File: src/rtl/sdc_pkg.sv
package sdc_pkg;

  typedef enum logic [2:0] {
    CMD_NOP = 3'd0,
    CMD_ACT = 3'd1,
    CMD_RD  = 3'd2,
    CMD_WR  = 3'd3,
    CMD_PRE = 3'd4,
    CMD_REF = 3'd5,
    CMD_LMR = 3'd6
  } cmd_e;

  // Column width for a given data width.
  function automatic int col_width(input int data_w);
    if (data_w == 16) return 10;
    else if (data_w == 8) return 11;
    else return 12;
  endfunction

  // Number of independently masked byte lanes.
  function automatic int lane_count(input int data_w);
    return (data_w == 16) ? 2 : 1;
  endfunction

endpackage

File: src/rtl/sdc_cmd_decode.sv
module sdc_cmd_decode
  import sdc_pkg::*;
(
  input  logic cs_n,
  input  logic ras_n,
  input  logic cas_n,
  input  logic we_n,
  output cmd_e cmd
);

  always_comb begin
    if (cs_n) begin
      cmd = CMD_NOP;
    end else begin
      unique case ({ras_n, cas_n, we_n})
        3'b011:  cmd = CMD_ACT;
        3'b101:  cmd = CMD_RD;
        3'b100:  cmd = CMD_WR;
        3'b010:  cmd = CMD_PRE;
        3'b001:  cmd = CMD_REF;
        3'b000:  cmd = CMD_LMR;
        default: cmd = CMD_NOP;
      endcase
    end
  end

endmodule

File: src/rtl/sdc_bank_tracker.sv
module sdc_bank_tracker
  import sdc_pkg::*;
#(
  parameter  int NUM_BANKS = 4,
  parameter  int ROW_W     = 13,
  localparam int BA_W      = $clog2(NUM_BANKS)
) (
  input  logic                         clk,
  input  logic                         rst_n,
  input  logic                         step,
  input  cmd_e                         cmd,
  input  logic [BA_W-1:0]              ba,
  input  logic [ROW_W-1:0]             row,
  input  logic                         ap,
  output logic                         reject,
  output logic [NUM_BANKS-1:0]         open_q,
  output logic [NUM_BANKS*ROW_W-1:0]   rows_q
);

  logic sel_open;
  assign sel_open = open_q[ba];

  always_comb begin
    unique case (cmd)
      CMD_ACT:        reject = sel_open;
      CMD_RD, CMD_WR: reject = !sel_open;
      default:        reject = 1'b0;
    endcase
  end

  for (genvar b = 0; b < NUM_BANKS; b++) begin : g_bank
    logic             hit;
    logic             open_b;
    logic [ROW_W-1:0] row_b;

    assign hit = (ba == BA_W'(b));

    always_ff @(posedge clk or negedge rst_n) begin
      if (!rst_n) begin
        open_b <= 1'b0;
        row_b  <= '0;
      end else if (step) begin
        unique case (cmd)
          CMD_ACT: begin
            if (hit && !open_b) begin
              open_b <= 1'b1;
              row_b  <= row;
            end
          end
          CMD_RD, CMD_WR: begin
            if (hit && open_b && ap) open_b <= 1'b0;
          end
          CMD_PRE: begin
            if (ap || hit) open_b <= 1'b0;
          end
          default: ;
        endcase
      end
    end

    assign open_q[b]                = open_b;
    assign rows_q[b*ROW_W +: ROW_W] = row_b;
  end

endmodule

File: src/rtl/sdc_mask_pipe.sv
module sdc_mask_pipe #(
  parameter int LANES  = 2,
  parameter int RD_LAT = 2
) (
  input  logic             clk,
  input  logic             rst_n,
  input  logic             step,
  input  logic [LANES-1:0] mask,
  output logic [LANES-1:0] wr_en,
  output logic [LANES-1:0] rd_oe
);

  logic [LANES-1:0] stage_q [RD_LAT+1];

  // Stage 0 captures the enable on the sampling edge.
  always_ff @(posedge clk or negedge rst_n) begin
    if (!rst_n)    stage_q[0] <= '1;
    else if (step) stage_q[0] <= ~mask;
  end

  for (genvar i = 1; i <= RD_LAT; i++) begin : g_stage
    always_ff @(posedge clk or negedge rst_n) begin
      if (!rst_n)    stage_q[i] <= '1;
      else if (step) stage_q[i] <= stage_q[i-1];
    end
  end

  assign wr_en = stage_q[0];
  assign rd_oe = stage_q[RD_LAT];

endmodule

File: src/rtl/sdc_cmd_decoder.sv
module sdc_cmd_decoder
  import sdc_pkg::*;
#(
  parameter  int DATA_W      = 16,
  parameter  int NUM_BANKS   = 4,
  parameter  int ADDR_W      = 13,
  parameter  int AP_BIT      = 10,
  parameter  int RD_MASK_LAT = 2,
  localparam int BA_W        = $clog2(NUM_BANKS),
  localparam int COL_W       = col_width(DATA_W),
  localparam int LANES       = lane_count(DATA_W)
) (
  input  logic                        clk,
  input  logic                        rst_n,
  input  logic                        cke,
  input  logic                        cs_n,
  input  logic                        ras_n,
  input  logic                        cas_n,
  input  logic                        we_n,
  input  logic [BA_W-1:0]             ba,
  input  logic [ADDR_W-1:0]           addr,
  input  logic [1:0]                  dqm,
  output logic [2:0]                  cmd_code,
  output logic [BA_W-1:0]             cmd_bank,
  output logic [ADDR_W-1:0]           cmd_row,
  output logic [COL_W-1:0]            cmd_col,
  output logic                        cmd_autopre,
  output logic                        cmd_pre_all,
  output logic                        cmd_err,
  output logic [NUM_BANKS-1:0]        bank_open,
  output logic [NUM_BANKS*ADDR_W-1:0] open_rows,
  output logic [ADDR_W-1:0]           mode_reg,
  output logic [LANES-1:0]            wr_lane_en,
  output logic [LANES-1:0]            rd_lane_oe
);

  cmd_e             raw_cmd;
  cmd_e             cmd_q;
  logic             reject;
  logic             ap;
  logic             is_rw;
  logic [COL_W-1:0] col_w;
  logic [LANES-1:0] lane_mask;

  assign ap    = addr[AP_BIT];
  assign is_rw = (raw_cmd == CMD_RD) || (raw_cmd == CMD_WR);

  sdc_cmd_decode u_decode (
    .cs_n  (cs_n),
    .ras_n (ras_n),
    .cas_n (cas_n),
    .we_n  (we_n),
    .cmd   (raw_cmd)
  );

  sdc_bank_tracker #(
    .NUM_BANKS (NUM_BANKS),
    .ROW_W     (ADDR_W)
  ) u_banks (
    .clk    (clk),
    .rst_n  (rst_n),
    .step   (cke),
    .cmd    (raw_cmd),
    .ba     (ba),
    .row    (addr),
    .ap     (ap),
    .reject (reject),
    .open_q (bank_open),
    .rows_q (open_rows)
  );

  // Column assembly: the flag bit is skipped, upper bits widen it.
  if (DATA_W == 16) begin : g_col16
    assign col_w = addr[9:0];
  end else if (DATA_W == 8) begin : g_col8
    assign col_w = {addr[11], addr[9:0]};
  end else begin : g_col4
    assign col_w = {addr[12], addr[11], addr[9:0]};
  end

  // Lane mapping: narrow widths use the upper mask pin only.
  if (LANES == 2) begin : g_lane2
    assign lane_mask = dqm;
  end else begin : g_lane1
    assign lane_mask = dqm[1];
  end

  sdc_mask_pipe #(
    .LANES  (LANES),
    .RD_LAT (RD_MASK_LAT)
  ) u_mask (
    .clk   (clk),
    .rst_n (rst_n),
    .step  (cke),
    .mask  (lane_mask),
    .wr_en (wr_lane_en),
    .rd_oe (rd_lane_oe)
  );

  always_ff @(posedge clk or negedge rst_n) begin
    if (!rst_n) begin
      cmd_q       <= CMD_NOP;
      cmd_bank    <= '0;
      cmd_row     <= '0;
      cmd_col     <= '0;
      cmd_autopre <= 1'b0;
      cmd_pre_all <= 1'b0;
      cmd_err     <= 1'b0;
      mode_reg    <= '0;
    end else if (cke) begin
      cmd_q       <= reject ? CMD_NOP : raw_cmd;
      cmd_err     <= reject;
      cmd_bank    <= ba;
      cmd_row     <= addr;
      cmd_col     <= col_w;
      cmd_autopre <= is_rw && !reject && ap;
      cmd_pre_all <= (raw_cmd == CMD_PRE) && ap;
      if (raw_cmd == CMD_LMR) mode_reg <= addr;
    end else begin
      cmd_q       <= CMD_NOP;
      cmd_err     <= 1'b0;
      cmd_autopre <= 1'b0;
      cmd_pre_all <= 1'b0;
    end
  end

  assign cmd_code = cmd_q;

endmodule

File: config.mk
export PLATFORM = sky130hd
export DESIGN_NAME = sdc_cmd_decoder
export DESIGN_NICKNAME = d
export VERILOG_FILES = /design/src/rtl/sdc_pkg.sv /design/src/rtl/sdc_cmd_decode.sv /design/src/rtl/sdc_bank_tracker.sv /design/src/rtl/sdc_mask_pipe.sv /design/src/rtl/sdc_cmd_decoder.sv
export SDC_FILE = /design/constraint.sdc
export NUM_CORES = 1
export LEC_CHECK = 0
export ABC_AREA = 0
export ABC_CLOCK_PERIOD_IN_PS = 3000
export BUFFER_PORTS_ARGS = -buffer_cell sky130_fd_sc_hd__buf_2
export CORE_UTILIZATION = 30
export CTS_CLUSTER_SIZE = 28
export DETAILED_ROUTE_END_ITERATION = 6
export SYNTH_ARGS = -nofsm -noshare
export SYNTH_HDL_FRONTEND = slang
export SYNTH_SLANG_ARGS = --single-unit
File: constraint.sdc
create_clock -name clk -period 3 [get_ports clk]
set_clock_uncertainty 0.1 [all_clocks]
set_input_delay 0.3 -clock clk [delete_from_list [all_inputs] [get_ports clk]]
set_output_delay 0.3 -clock clk [all_outputs]
set_load 0.1 [all_outputs]
=== Yosys cells after proc, flatten, opt, wreduce, memory -nomap -nowiden ===
Index checks and enable logic that the tools add are counted.

* Flip-flop bits (word level): 106
* Input bits: 24
* Output and inout port bits: 104
* Word-level logic and storage cells: 111

* $lt $le $gt $ge: 1
* Eq/ne operators: 25
* Muxes and demuxes: 26
* Bitwise logic cells: 1
* Reduce and logical (&&, ||, !) cells: 39

{| class="wikitable"
|+ Operators by type and width
! kind !! number
|-
| 2-bit by 1-bit != test with 1-bit output (second input constant) || 12
|-
| 5-bit AND reduction || 4
|-
| 3-bit one-hot mux with 6 select lines || 1
|-
| 1-bit 2-to-1 mux || 16
|-
| 1-bit logical AND || 15
|-
| 3-bit by 2-bit equality test with 1-bit output (second input constant) || 4
|-
| 3-bit equality test (second input constant) || 4
|-
| 1-bit one-hot mux with 3 select lines || 4
|-
| 3-bit AND reduction || 4
|-
| 3-bit 2-to-1 mux || 3
|-
| 3-bit by 1-bit equality test with 1-bit output (second input constant) || 2
|-
| 1-bit logical NOT || 6
|-
| 1-bit logical OR || 5
|-
| 2-bit equality test (second input constant) || 2
|-
| 3-bit logical NOT || 1
|-
| 2-bit by 3-bit less-than comparator with 1-bit output (second input constant) || 1
|-
| 3-bit nonzero test || 1
|-
| 1-bit binary-select mux with 2-bit select || 1
|-
| 2-bit by 1-bit equality test with 1-bit output (second input constant) || 1
|-
| 2-bit logical NOT || 1
|-
| 2-bit inverter || 1
|-
| 1-bit one-hot mux with 2 select lines || 1
|-
| 2-bit AND reduction || 1
|-
| 2-bit OR reduction || 1
|}

=== Logic depth before layout (Yosys ltp) ===
Gate-level depths: netlist of run 1.

* Word-level depth: 10
* Mapped depth: 7

=== Hierarchy ===
Synthesis of run 1 repeated with hierarchy kept, for this count alone.

* Cell total of the unflattened synthesis: 263
* Area, all modules: 4,033.9 µm²

{| class="wikitable"
|+ Modules (own cells, without submodules)
! module !! times used !! cells an instance !! area each (µm²)
|-
| sdc_bank_tracker || 1 || 155 || 2,333.5
|-
| sdc_cmd_decoder || 1 || 84 || 1,383.8
|-
| sdc_mask_pipe || 1 || 19 || 281.5
|-
| sdc_cmd_decode || 1 || 5 || 35.0
|}

=== Least setup slack after synthesis of run 1 ===
Ideal clock, no wire load.

* Kind: input port to flip-flop
* Start: input port ras_n
* End: register u_banks.g_bank[0].row_b[10]
* Setup time: 0.125 ns
* Arrival: 1.625 ns
* Data required time: 2.775 ns
* Slack: 1.150 ns
* Cell stages on the path: 7
* Buffers on the path: 3
* Path through: buf_6 -> nor2_8 -> nand4_4 -> or4_4 -> buf_6 -> buf_12 -> mux2_4

* Cells in the longest elaborated chain, start to end: 5
* Elaborated cells on any way between the ends: 10
* Those cells by class: eq/ne: 6; mux: 2; reduce/logical: 2

{| class="wikitable"
|+ RTL lines
! what !! RTL line !! RTL
|-
| start, declared || sdc_cmd_decoder.sv:17 || <nowiki>input logic ras_n,</nowiki>
|-
| 3-bit by 1-bit equality test with 1-bit output (tied with other cells) || sdc_cmd_decode.sv:15 || <nowiki>unique case ({ras_n, cas_n, we_n})</nowiki>
|-
| 3-bit one-hot mux with 6 select lines (*) || sdc_cmd_decode.sv:15 ||
|-
| 3-bit 2-to-1 mux (*) || sdc_cmd_decode.sv:12 || <nowiki>if (cs_n) begin</nowiki>
|-
| 3-bit by 1-bit equality test with 1-bit output (*) || sdc_bank_tracker.sv:43 || <nowiki>unique case (cmd)</nowiki>
|-
| 3-bit AND reduction (no line) (*) || - ||
|-
| end signal, assigned || sdc_bank_tracker.sv:47 || <nowiki>row_b <= row;</nowiki>
|-
| end, declared || sdc_bank_tracker.sv:34 || <nowiki>logic [ROW_W-1:0] row_b;</nowiki>
|}

Mark *: on every way between the ends. The rest lies on a longest branch, timed or not.
A chain may end at the register's enable or synchronous reset.

=== Final worst setup path of run 1 ===
* Start: register u_banks.g_bank[1].open_b
* End: register u_banks.g_bank[1].row_b[12]

* Cells in the longest elaborated chain, start to end: 3

{| class="wikitable"
|+ RTL lines
! what !! RTL line !! RTL
|-
| start, declared || sdc_bank_tracker.sv:33 || <nowiki>logic open_b;</nowiki>
|-
| start signal, assigned || sdc_bank_tracker.sv:40 || <nowiki>open_b <= 1'b0;</nowiki>
|-
| start signal, assigned || sdc_bank_tracker.sv:46 || <nowiki>open_b <= 1'b1;</nowiki>
|-
| start signal, assigned || sdc_bank_tracker.sv:51 || <nowiki>if (hit && open_b && ap) open_b <= 1'b0;</nowiki>
|-
| 1-bit logical NOT || sdc_bank_tracker.sv:45 || <nowiki>if (hit && !open_b) begin</nowiki>
|-
| 1-bit logical AND || sdc_bank_tracker.sv:45 ||
|-
| 3-bit AND reduction (no line) || - ||
|-
| end signal, assigned || sdc_bank_tracker.sv:47 ||
|-
| end, declared || sdc_bank_tracker.sv:34 ||
|}

Every way passes these cells.

==> out/metrics.yaml, run 1 <==
power_and_ir_drop:
  peakVddDrop_mv: 0.361
  p_int_uw: 2540
  p_switching_uw: 2240
  p_sw_share_pct: 46.9
  power_frac_clock_pct: 25.7
  power_frac_comb_pct: 40.9
  leakagePower_uw: 0.00259
  power_density_nw_per_um2: 948
  power_frac_seq_pct: 33.4
yosys:
  syn_nets: 300
  yosysTopAreaCell: "dfrtp_1"
  yosysMostFrequentCell: "dfrtp_1"
  synthTopCellsByCount: "90 x dfrtp_1, 67 x mux2_2, 19 x buf_4"
  syn-cell-area_um2: 4050
  synth.distinct_cells: 38
  ys_seq_area_share_pct: 59.4
  synthCells: 276
  ys_ff_latch: 96
  synth.top_cell.area_share_pct: 55.6
  yosys-top-cells-area: "dfrtp_1 56%, mux2_2 19%, dfstp_2 3.9%"
  yosys_warnings: 0
  synth-async-reset-ratio_pct: 100
  synth_ff_type: "dfrtp_1"
  synth_edf_count: 0
  syn_avg_cell_area_um2: 14.7
routing:
  viasPerCell: 4.60
  drcViolationCount: 0
  drtIter0Drc: 132
  ant_nets: 0
  dr_total_vias: 2600
  routedWlPerCell_um: 16.2
  drt_pass1_iterations: 4
  totalWireLength_um: 9150
setup_path:
  worstPathArrival_ps: 1980
  startpoint_type: "flop"
  r2r_end: "u_banks.g_bank[1].row_b[12]"
  rrSetupSlack_ps: 1150
  r2r_cells: 2
  r2r-start: "u_banks.g_bank[1].open_b"
  critPathKind: "reg2reg"
  endpoint_kind: "flop"
  crit_fanout: 13
  crit_required_ps: 3130
final_layout:
  drive_above_1_share_pct: 60.2
  largest_reg_flops: 52
  layout.nets: 408
  final_area_um2: 5040
  area_delta_synth_final_pct: 24.2
  antenna_cells: 0
global_routing:
  grt_pass1_wl_um: 14500
  use_met1_pct: 16.8
  antenna_found_initial: 0
  grt_remaining_overflow: 0
  grt.met3_usage_pct: 3.81
  grt_use_met2_pct: 22.2
  grt_pass1_vias: 2696
  grt_usage_pct: 13.8
  grt_max_degree: 89
  busiest_layer: "met2"
timing:
  setup_viol: 0
  final.min_clock_period_ps: 1850
  fin_hold_ws_ps: 50.9
  rsz0062_at_grt: "false"
  relSlewSlack_pct: 25.8
  fin_crit_sh_pct: 61.7
  fin_ws_ps: 1150
  fmaxAchievable_mhz: 540
  worstMarginPinSlew_ps: 1110
  final.setup.tns_ps: 0
  hold_violations: 0
  slew_viol_final: 0
placed_design:
  dp_hpwl_um: 6140
  gp_congestion: 0.788
  place_ws_ps: 848
  placed_area_um2: 4690
  portBuffers: 127
job:
  cap_violations: 0
clock_tree:
  clock_sinks: 96
  path_clk_slew_ps: 60
  clk_latency_ps: 340
  cts_tree: "built"
  cts-root-buf: "clkbuf_16"
  cts_buffer_depth: 2
  ctsHtreeMaxLevel: 3
  cts_buffers: 9
floorplan:
  initial_core_util_pct: 30.7
  fp.dieH_um: 118
  row_count: 42
  fp.dieW_um: 118
  die-area_um2: 14000
  coreArea_um2: 13200
  ioPinCount: 128
min_path:
  hp-class: "in2async"
status:
  status: "complete, no violations"
metrics by stage:
stage	instances	power [µW]	utilization (%)
floorplan	276	3300	-
global placement	547	3550	35.6
detailed placement	547	3570	35.6
CTS	565	4830	38.2
global route	565	4940	38.2
finish	565	4770	38.2
cells by family (layout without fill, tap and decap cells):
| kind of cell | count (synthesis) | in the layout | synth area share [%] |
|---|---|---|---|
| simple gates | 34 | 34 | 5.59 |
| flops | 96 | 96 | 59.4 |
| buf+inv | 41 | 154 | 6.73 |
| compound gates | 17 | 17 | 2.99 |
| mux | 88 | 88 | 25.2 |
timing repair:
action,4_1_cts,5_1_grt
hold endpoints to repair,2,0
hold buffers,2,0
setup endpoints to repair,0,0
buffers inserted,0,0
gates resized for setup,0,0
layout make-up:
type	instances	area, µm²
clock buffers	11	243
clock inverters	5	80.1
fillers	1297	8150
inverters	5	18.8
multi-input cells	139	1380
flip-flops and latches	96	2410
well taps	176	220
repair buffers	133	688
layer usage:
metal	share of wire (%)	up-vias	wire, µm
li1	-	1175	-
met1	44	1299	4020
met2	47	106	4280
met3	6.8	20	619
met4	2.6	0	234
met5	0	-	0
cells in the final DEF, fill, tap and decap left out, drive strengths merged, types with 5 or more instances in the layout:
master    n
dfstp     6
nor2      8
clkbuf   11
inv       5
mux2     84
buf     131
dfrtp    90
power by group through the flow:
| stage | clock, µW | sequential (µW) | combinational, µW |
|---|---|---|---|
| floorplan | 0 | 2760 | 540 |
| detailed placement | 0 | 1620 | 1960 |
| global placement | 0 | 1600 | 1950 |
| finish | 1230 | 1600 | 1950 |
| global route | 1310 | 1620 | 2000 |
| CTS | 1270 | 1600 | 1960 |
critical path, cell delays in order (launching register included):
cell and delay (ps):
dfrtp_1 450, or3_1 760, mux2_2 420
how the worst max path moves through the flow:
stage                             startpoint                     endpoint  slack [ps]  depth (start not counted)
finish              u_banks.g_bank[1].open_b  u_banks.g_bank[1].row_b[12]        1150                          2
global route        u_banks.g_bank[1].open_b   u_banks.g_bank[1].row_b[3]        1100                          2
CTS                 u_banks.g_bank[1].open_b   u_banks.g_bank[1].row_b[6]        1130                          2
detailed placement                       cke     u_banks.g_bank[3].open_b         850                          5
global placement                         cke     u_banks.g_bank[2].open_b         880                          5
floorplan                              ras_n  u_banks.g_bank[0].row_b[10]        1150                          7
(Power assumes the default switching activity.)
==> run 2, diff against run 1 <==
--- a/config.mk
+++ b/config.mk
@@ -6,7 +6,7 @@
 export NUM_CORES = 1
 export LEC_CHECK = 0
 export ABC_AREA = 0
-export ABC_CLOCK_PERIOD_IN_PS = 3000
+export ABC_CLOCK_PERIOD_IN_PS = 1800
 export BUFFER_PORTS_ARGS = -buffer_cell sky130_fd_sc_hd__buf_2
 export CORE_UTILIZATION = 30
 export CTS_CLUSTER_SIZE = 28
==> constraint.sdc (replaced) <==
create_clock -name clk -period 1.8 [get_ports clk]
set_clock_uncertainty 0.1 [all_clocks]
set_input_delay 0.18 -clock clk [delete_from_list [all_inputs] [get_ports clk]]
set_output_delay 0.18 -clock clk [all_outputs]
set_load 0.1 [all_outputs]
==> run 2 against run 1 <==
Against the previous run: combinational power is 69% higher; core utilization is 0.90 points higher; non-clock buffer count is 14 higher; critical path depth stayed put; sequential power is 65% higher; final area is 2.4% higher; worst hold slack worse by 24 ps; maximum frequency is 10% higher; largest power group unchanged; clock-buffer cell count is 1 lower; global-route usage is 0.064 points lower; routed wire length is 1.2% higher.
==> out/metrics.yaml, run 2 (synthesis gave the netlist of run 1 again) <==
timing:
  setup_viol: 0
  slew_viol_final: 0
  final.setup.tns_ps: 0
  fin_crit_sh_pct: 93.4
  final.min_clock_period_ps: 1680
  hold_violations: 0
  worstMarginPinSlew_ps: 592
  fin_ws_ps: 118
  fmaxAchievable_mhz: 595
  rsz0062_at_grt: "false"
  relSlewSlack_pct: 60.6
routing:
  dr_total_vias: 2627
  routedWlPerCell_um: 16.0
  drtIter0Drc: 136
  drcViolationCount: 0
  drt_pass1_iterations: 4
  viasPerCell: 4.54
  ant_nets: 0
  totalWireLength_um: 9260
power_and_ir_drop:
  power_frac_seq_pct: 33.7
  p_int_uw: 4110
  peakVddDrop_mv: 0.722
  power_uw: 7820
  leakagePower_uw: 0.00265
  power_frac_clock_pct: 24.2
  power_frac_comb_pct: 42.1
  power_density_nw_per_um2: 1520
  p_sw_share_pct: 47.5
  p_switching_uw: 3720
setup_path:
  startpoint_type: "flop"
  r2r_end: "u_banks.g_bank[0].row_b[9]"
  endpoint: "u_banks.g_bank[0].row_b[9]"
  critPathKind: "reg2reg"
  crit_start: "u_banks.g_bank[0].open_b"
  r2r_cells: 2
  crit_required_ps: 1920
  worstPathArrival_ps: 1810
  r2r-start: "u_banks.g_bank[0].open_b"
  endpoint_kind: "flop"
  rrSetupSlack_ps: 120
  crit_fanout: 13
floorplan:
  coreArea_um2: 13200
  row_count: 42
  ioPinCount: 128
  initial_core_util_pct: 30.7
  fp.dieH_um: 118
  die-area_um2: 14000
  fp.dieW_um: 118
global_routing:
  antenna_found_initial: 0
  grt_remaining_overflow: 0
  grt_pass1_vias: 2630
  grt_pass1_wl_um: 14600
  grt_max_degree: 42
  grt_usage_pct: 13.8
final_layout:
  area_delta_synth_final_pct: 27.2
  largest_reg_flops: 52
  layout.nets: 422
  layout_common_cells: "126 x buf_2, 90 x dfrtp_1, 67 x mux2_2"
  antenna_cells: 0
  final_common_cell: "buf_2"
  final_area_um2: 5150
  fin_cells: 578
  drive_above_1_share_pct: 61.4
min_path:
  whs_path_depth: 2
  hp-class: "in2reg"
placed_design:
  placed_area_um2: 4830
  dp_hpwl_um: 6510
  place_ws_ps: 24.0
  gp_congestion: 0.818
  portBuffers: 127
  dp.cells: 560
clock_tree:
  cts-root-buf: "clkbuf_16"
  cts_buffers: 9
  path_clk_slew_ps: 70
  cts_tree: "built"
  clk_latency_ps: 330
  ctsHtreeMaxLevel: 3
  cts_buffer_depth: 2
  clock_sinks: 96
status:
  status: "complete, no violations"
job:
  cap_violations: 0
-- run 2: cell types whose count changed in the layout (fill, tap and decap cells not counted) --
cell	before	now
buf_12	0	3
clkinvlp_4	2	3
clkbuf_1	1	0
buf_4	5	15
dlygate4sd3_1	2	3
bufinv_16	2	1
-- run 2: worst min-delay path by stage --
stage	from	end	slack [ps]
after floorplan	rst_n	cmd_autopre	-220
after global placement	rst_n	cmd_row[1]	120
after detailed placement	rst_n	cmd_row[1]	120
after CTS	addr[6]	u_banks.g_bank[2].row_b[6]	20
after global routing	addr[5]	u_banks.g_bank[1].row_b[5]	30
final	addr[6]	u_banks.g_bank[2].row_b[6]	30
-- run 2: final cells by class --
class	count	area, µm²
clock buffers	10	239
clock inverters	5	57.6
fillers	1273	8040
inverters	5	18.8
multi-input cells	139	1380
flip-flops and latches	96	2410
well taps	176	220
repair buffers	147	833
-- run 2: per-layer routing --
layer / track usage, % / part of all wire, %
met1: 17.6 / 45
met2: 21.8 / 47
met3: 4.87 / 6.5
met4: 4.09 / 0.90
met5: 0 / 0
-- run 2: worst max-delay path, stage by stage, from the launching register on --
cell and delay, ps:
dfrtp_1 400, or4_4 710, mux2_4 350
-- run 2: per-stage QoR --
| stage | utilization [%] | hold slack, ps |
|---|---|---|
| 6_report | 39.1 | 26.5 |
| 5_1_grt | 39.1 | 34.1 |
| 4_1_cts | 39.1 | 15.7 |
| 2_1_floorplan | - | -216 |
| 3_5_place_dp | 36.6 | 120 |
| 3_3_place_gp | 36.6 | 123 |
-- run 2: power by group through the flow --
stage / combinational [µW] / sequential (µW) / clock (µW)
2_1_floorplan: 900 / 4590 / 0
3_3_place_gp: 3290 / 2670 / 0
3_5_place_dp: 3310 / 2680 / 0
4_1_cts: 3310 / 2640 / 1960
5_1_grt: 3380 / 2680 / 2050
6_report: 3290 / 2640 / 1890
-- run 2: what timing repair did --
action | in CTS | in global routing
resized for setup | 0 | 0
hold endpoints to repair | 34 | 0
buffers inserted | 0 | 0
endpoints found under the setup margin | 0 | 0
hold buffers | 3 | 0
==> run 3, diff against run 2 <==
--- a/config.mk
+++ b/config.mk
@@ -11,6 +11,7 @@
 export CORE_UTILIZATION = 30
 export CTS_CLUSTER_SIZE = 28
 export DETAILED_ROUTE_END_ITERATION = 6
+export SETUP_SLACK_MARGIN = 0.2
 export SYNTH_ARGS = -nofsm -noshare
 export SYNTH_HDL_FRONTEND = slang
 export SYNTH_SLANG_ARGS = --single-unit
==> run 3 against run 2 <==
Against the previous run: final area increased by 1.3%; maximum frequency increased by 7.4%; clock-buffer cell count increased by 3; combinational power increased by 2%; worst hold slack got worse by 1.6 ps; critical path depth increased by 2; clock power about the same; sequential share of layout area decreased by 0.35 points; largest cell class unchanged; highest routed layer unchanged.
==> out/metrics.yaml, run 3 (synthesis gave the netlist of run 1 again) <==
global_routing:
  grt_usage_pct: 14.2
  grt_remaining_overflow: 0
  use_met1_pct: 18.8
  grt_use_met2_pct: 21.5
  busiest_layer: "met2"
  grt_max_degree: 39
  grt_pass1_vias: 2613
  grt_pass1_wl_um: 14800
  grt.met3_usage_pct: 3.86
  antenna_found_initial: 0
final_layout:
  drive_above_1_share_pct: 64.0
  nFillCells: 1259
  layout.nets: 424
  final_common_cell: "buf_2"
  multiInputGateArea_um2: 1390
  area_delta_synth_final_pct: 28.8
  regArea_um2: 2420
  largest_reg_flops: 52
  layout_common_cells: "121 x buf_2, 80 x dfrtp_1, 66 x mux2_2"
  antenna_cells: 0
  final_area_um2: 5220
routing:
  drcViolationCount: 0
  drtIter0Drc: 106
  totalWireLength_um: 9330
  dr_total_vias: 2561
  viasPerCell: 4.41
  routedWlPerCell_um: 16.1
  ant_nets: 0
  drt_pass1_iterations: 4
clock_tree:
  clock_sinks: 96
  cts_buffers: 9
  cts_buffer_depth: 2
  ctsHtreeMaxLevel: 3
  path_clk_slew_ps: 60
  clk_latency_ps: 340
  cts-root-buf: "clkbuf_16"
  cts_tree: "built"
timing:
  fin_crit_sh_pct: 87.0
  setup_viol: 0
  slew_viol_final: 0
  hold_violations: 0
  fmaxAchievable_mhz: 639
  final.min_clock_period_ps: 1570
  final.setup.tns_ps: 0
  rsz0062_at_grt: "true"
  relSlewSlack_pct: 66.0
  worstMarginPinSlew_ps: 510
floorplan:
  fp.dieH_um: 118
  row_count: 42
  coreArea_um2: 13200
  ioPinCount: 128
  fp.dieW_um: 118
  initial_core_util_pct: 30.7
  die-area_um2: 14000
setup_path:
  path_buf_inv: 0
  startpoint_type: "flop"
  max_stage_delay_ps: 490
  critPathKind: "reg2reg"
  crit_required_ps: 1970
  worstPathArrival_ps: 1740
  crit_fanout: 6
  cp_top_family: "simple AND/OR/NAND/NOR gates"
  cp_slowest_cell: "or4b_4"
  endpoint_kind: "flop"
  crit_path_cell_trace: "mux2i_1 > mux2_4 > or4b_4 > a21oi_2"
job:
  cap_violations: 0
power_and_ir_drop:
  power_density_nw_per_um2: 1510
  leakagePower_uw: 0.00268
  peakVddDrop_mv: 0.678
placed_design:
  gp_congestion: 0.762
  placed_area_um2: 4850
  dp_hpwl_um: 6630
  portBuffers: 127
min_path:
  hp-class: "in2reg"
status:
  status: "complete, no violations"
-- run 3: worst paths after layout --
| check | startpoint | end | slack, ps | cells past startpoint |
|---|---|---|---|---|
| max | u_banks.g_bank[0].open_b | cmd_code[0] | 230 | 4 |
| min | addr[8] | u_banks.g_bank[2].row_b[8] | 20 | 2 |
| max reg2reg | u_banks.g_bank[0].open_b | cmd_code[0] | 230 | 4 |
| min reg2reg | u_mask.wr_en[0] | u_mask.wr_en[0] | 380 | 2 |
| max in group asynchronous | rst_n | u_mask.rd_oe[0] | 710 | 3 |
| min in group asynchronous | rst_n | u_banks.g_bank[2].row_b[9] | 260 | 2 |
-- run 3: metrics by stage --
step / worst slack (ps) / total power [µW] / util [%] / instances / hold slack, ps
global route: 175 / 8170 / 39.6 / 581 / 22.4
CTS: 207 / 7980 / 39.5 / 581 / 10.1
global placement: 52.8 / 5960 / 36.7 / 559 / 76.1
finish: 235 / 7890 / 39.6 / 581 / 24.9
detailed placement: 21.7 / 5990 / 36.7 / 559 / 90.3
floorplan: 96.8 / 5500 / - / 276 / -216
-- run 3: power by group --
part	internal (µW)	switching, µW
Clock	1110	790
Sequential	2480	162
Combinational	562	2790
Total	4160	3740
-- run 3: layout make-up --
cell class / count / area share [%]
clock inverter: 3 / 0.815
inverter: 5 / 0.359
timing repair buffer: 149 / 16.7
multi-input combinational: 139 / 26.7
tap: 176 / 4.22
clock buffer: 13 / 4.79
sequential: 96 / 46.4
-- run 3: metal layers --
| layer | wire [µm] | vias to the layer above |
|---|---|---|
| li1 | - | 1198 |
| met1 | 4290 | 1265 |
| met2 | 4320 | 86 |
| met3 | 513 | 12 |
| met4 | 199 | 0 |
| met5 | 0 | - |
-- run 3: what timing repair did --
action                     4_1_cts  5_1_grt
hold buffers                     3        0
buffers inserted                 3        0
cloned                           0        0
resized for setup                5        4
hold endpoints to repair        31        0
pin swaps                        1        3
setup endpoints to repair       30        5
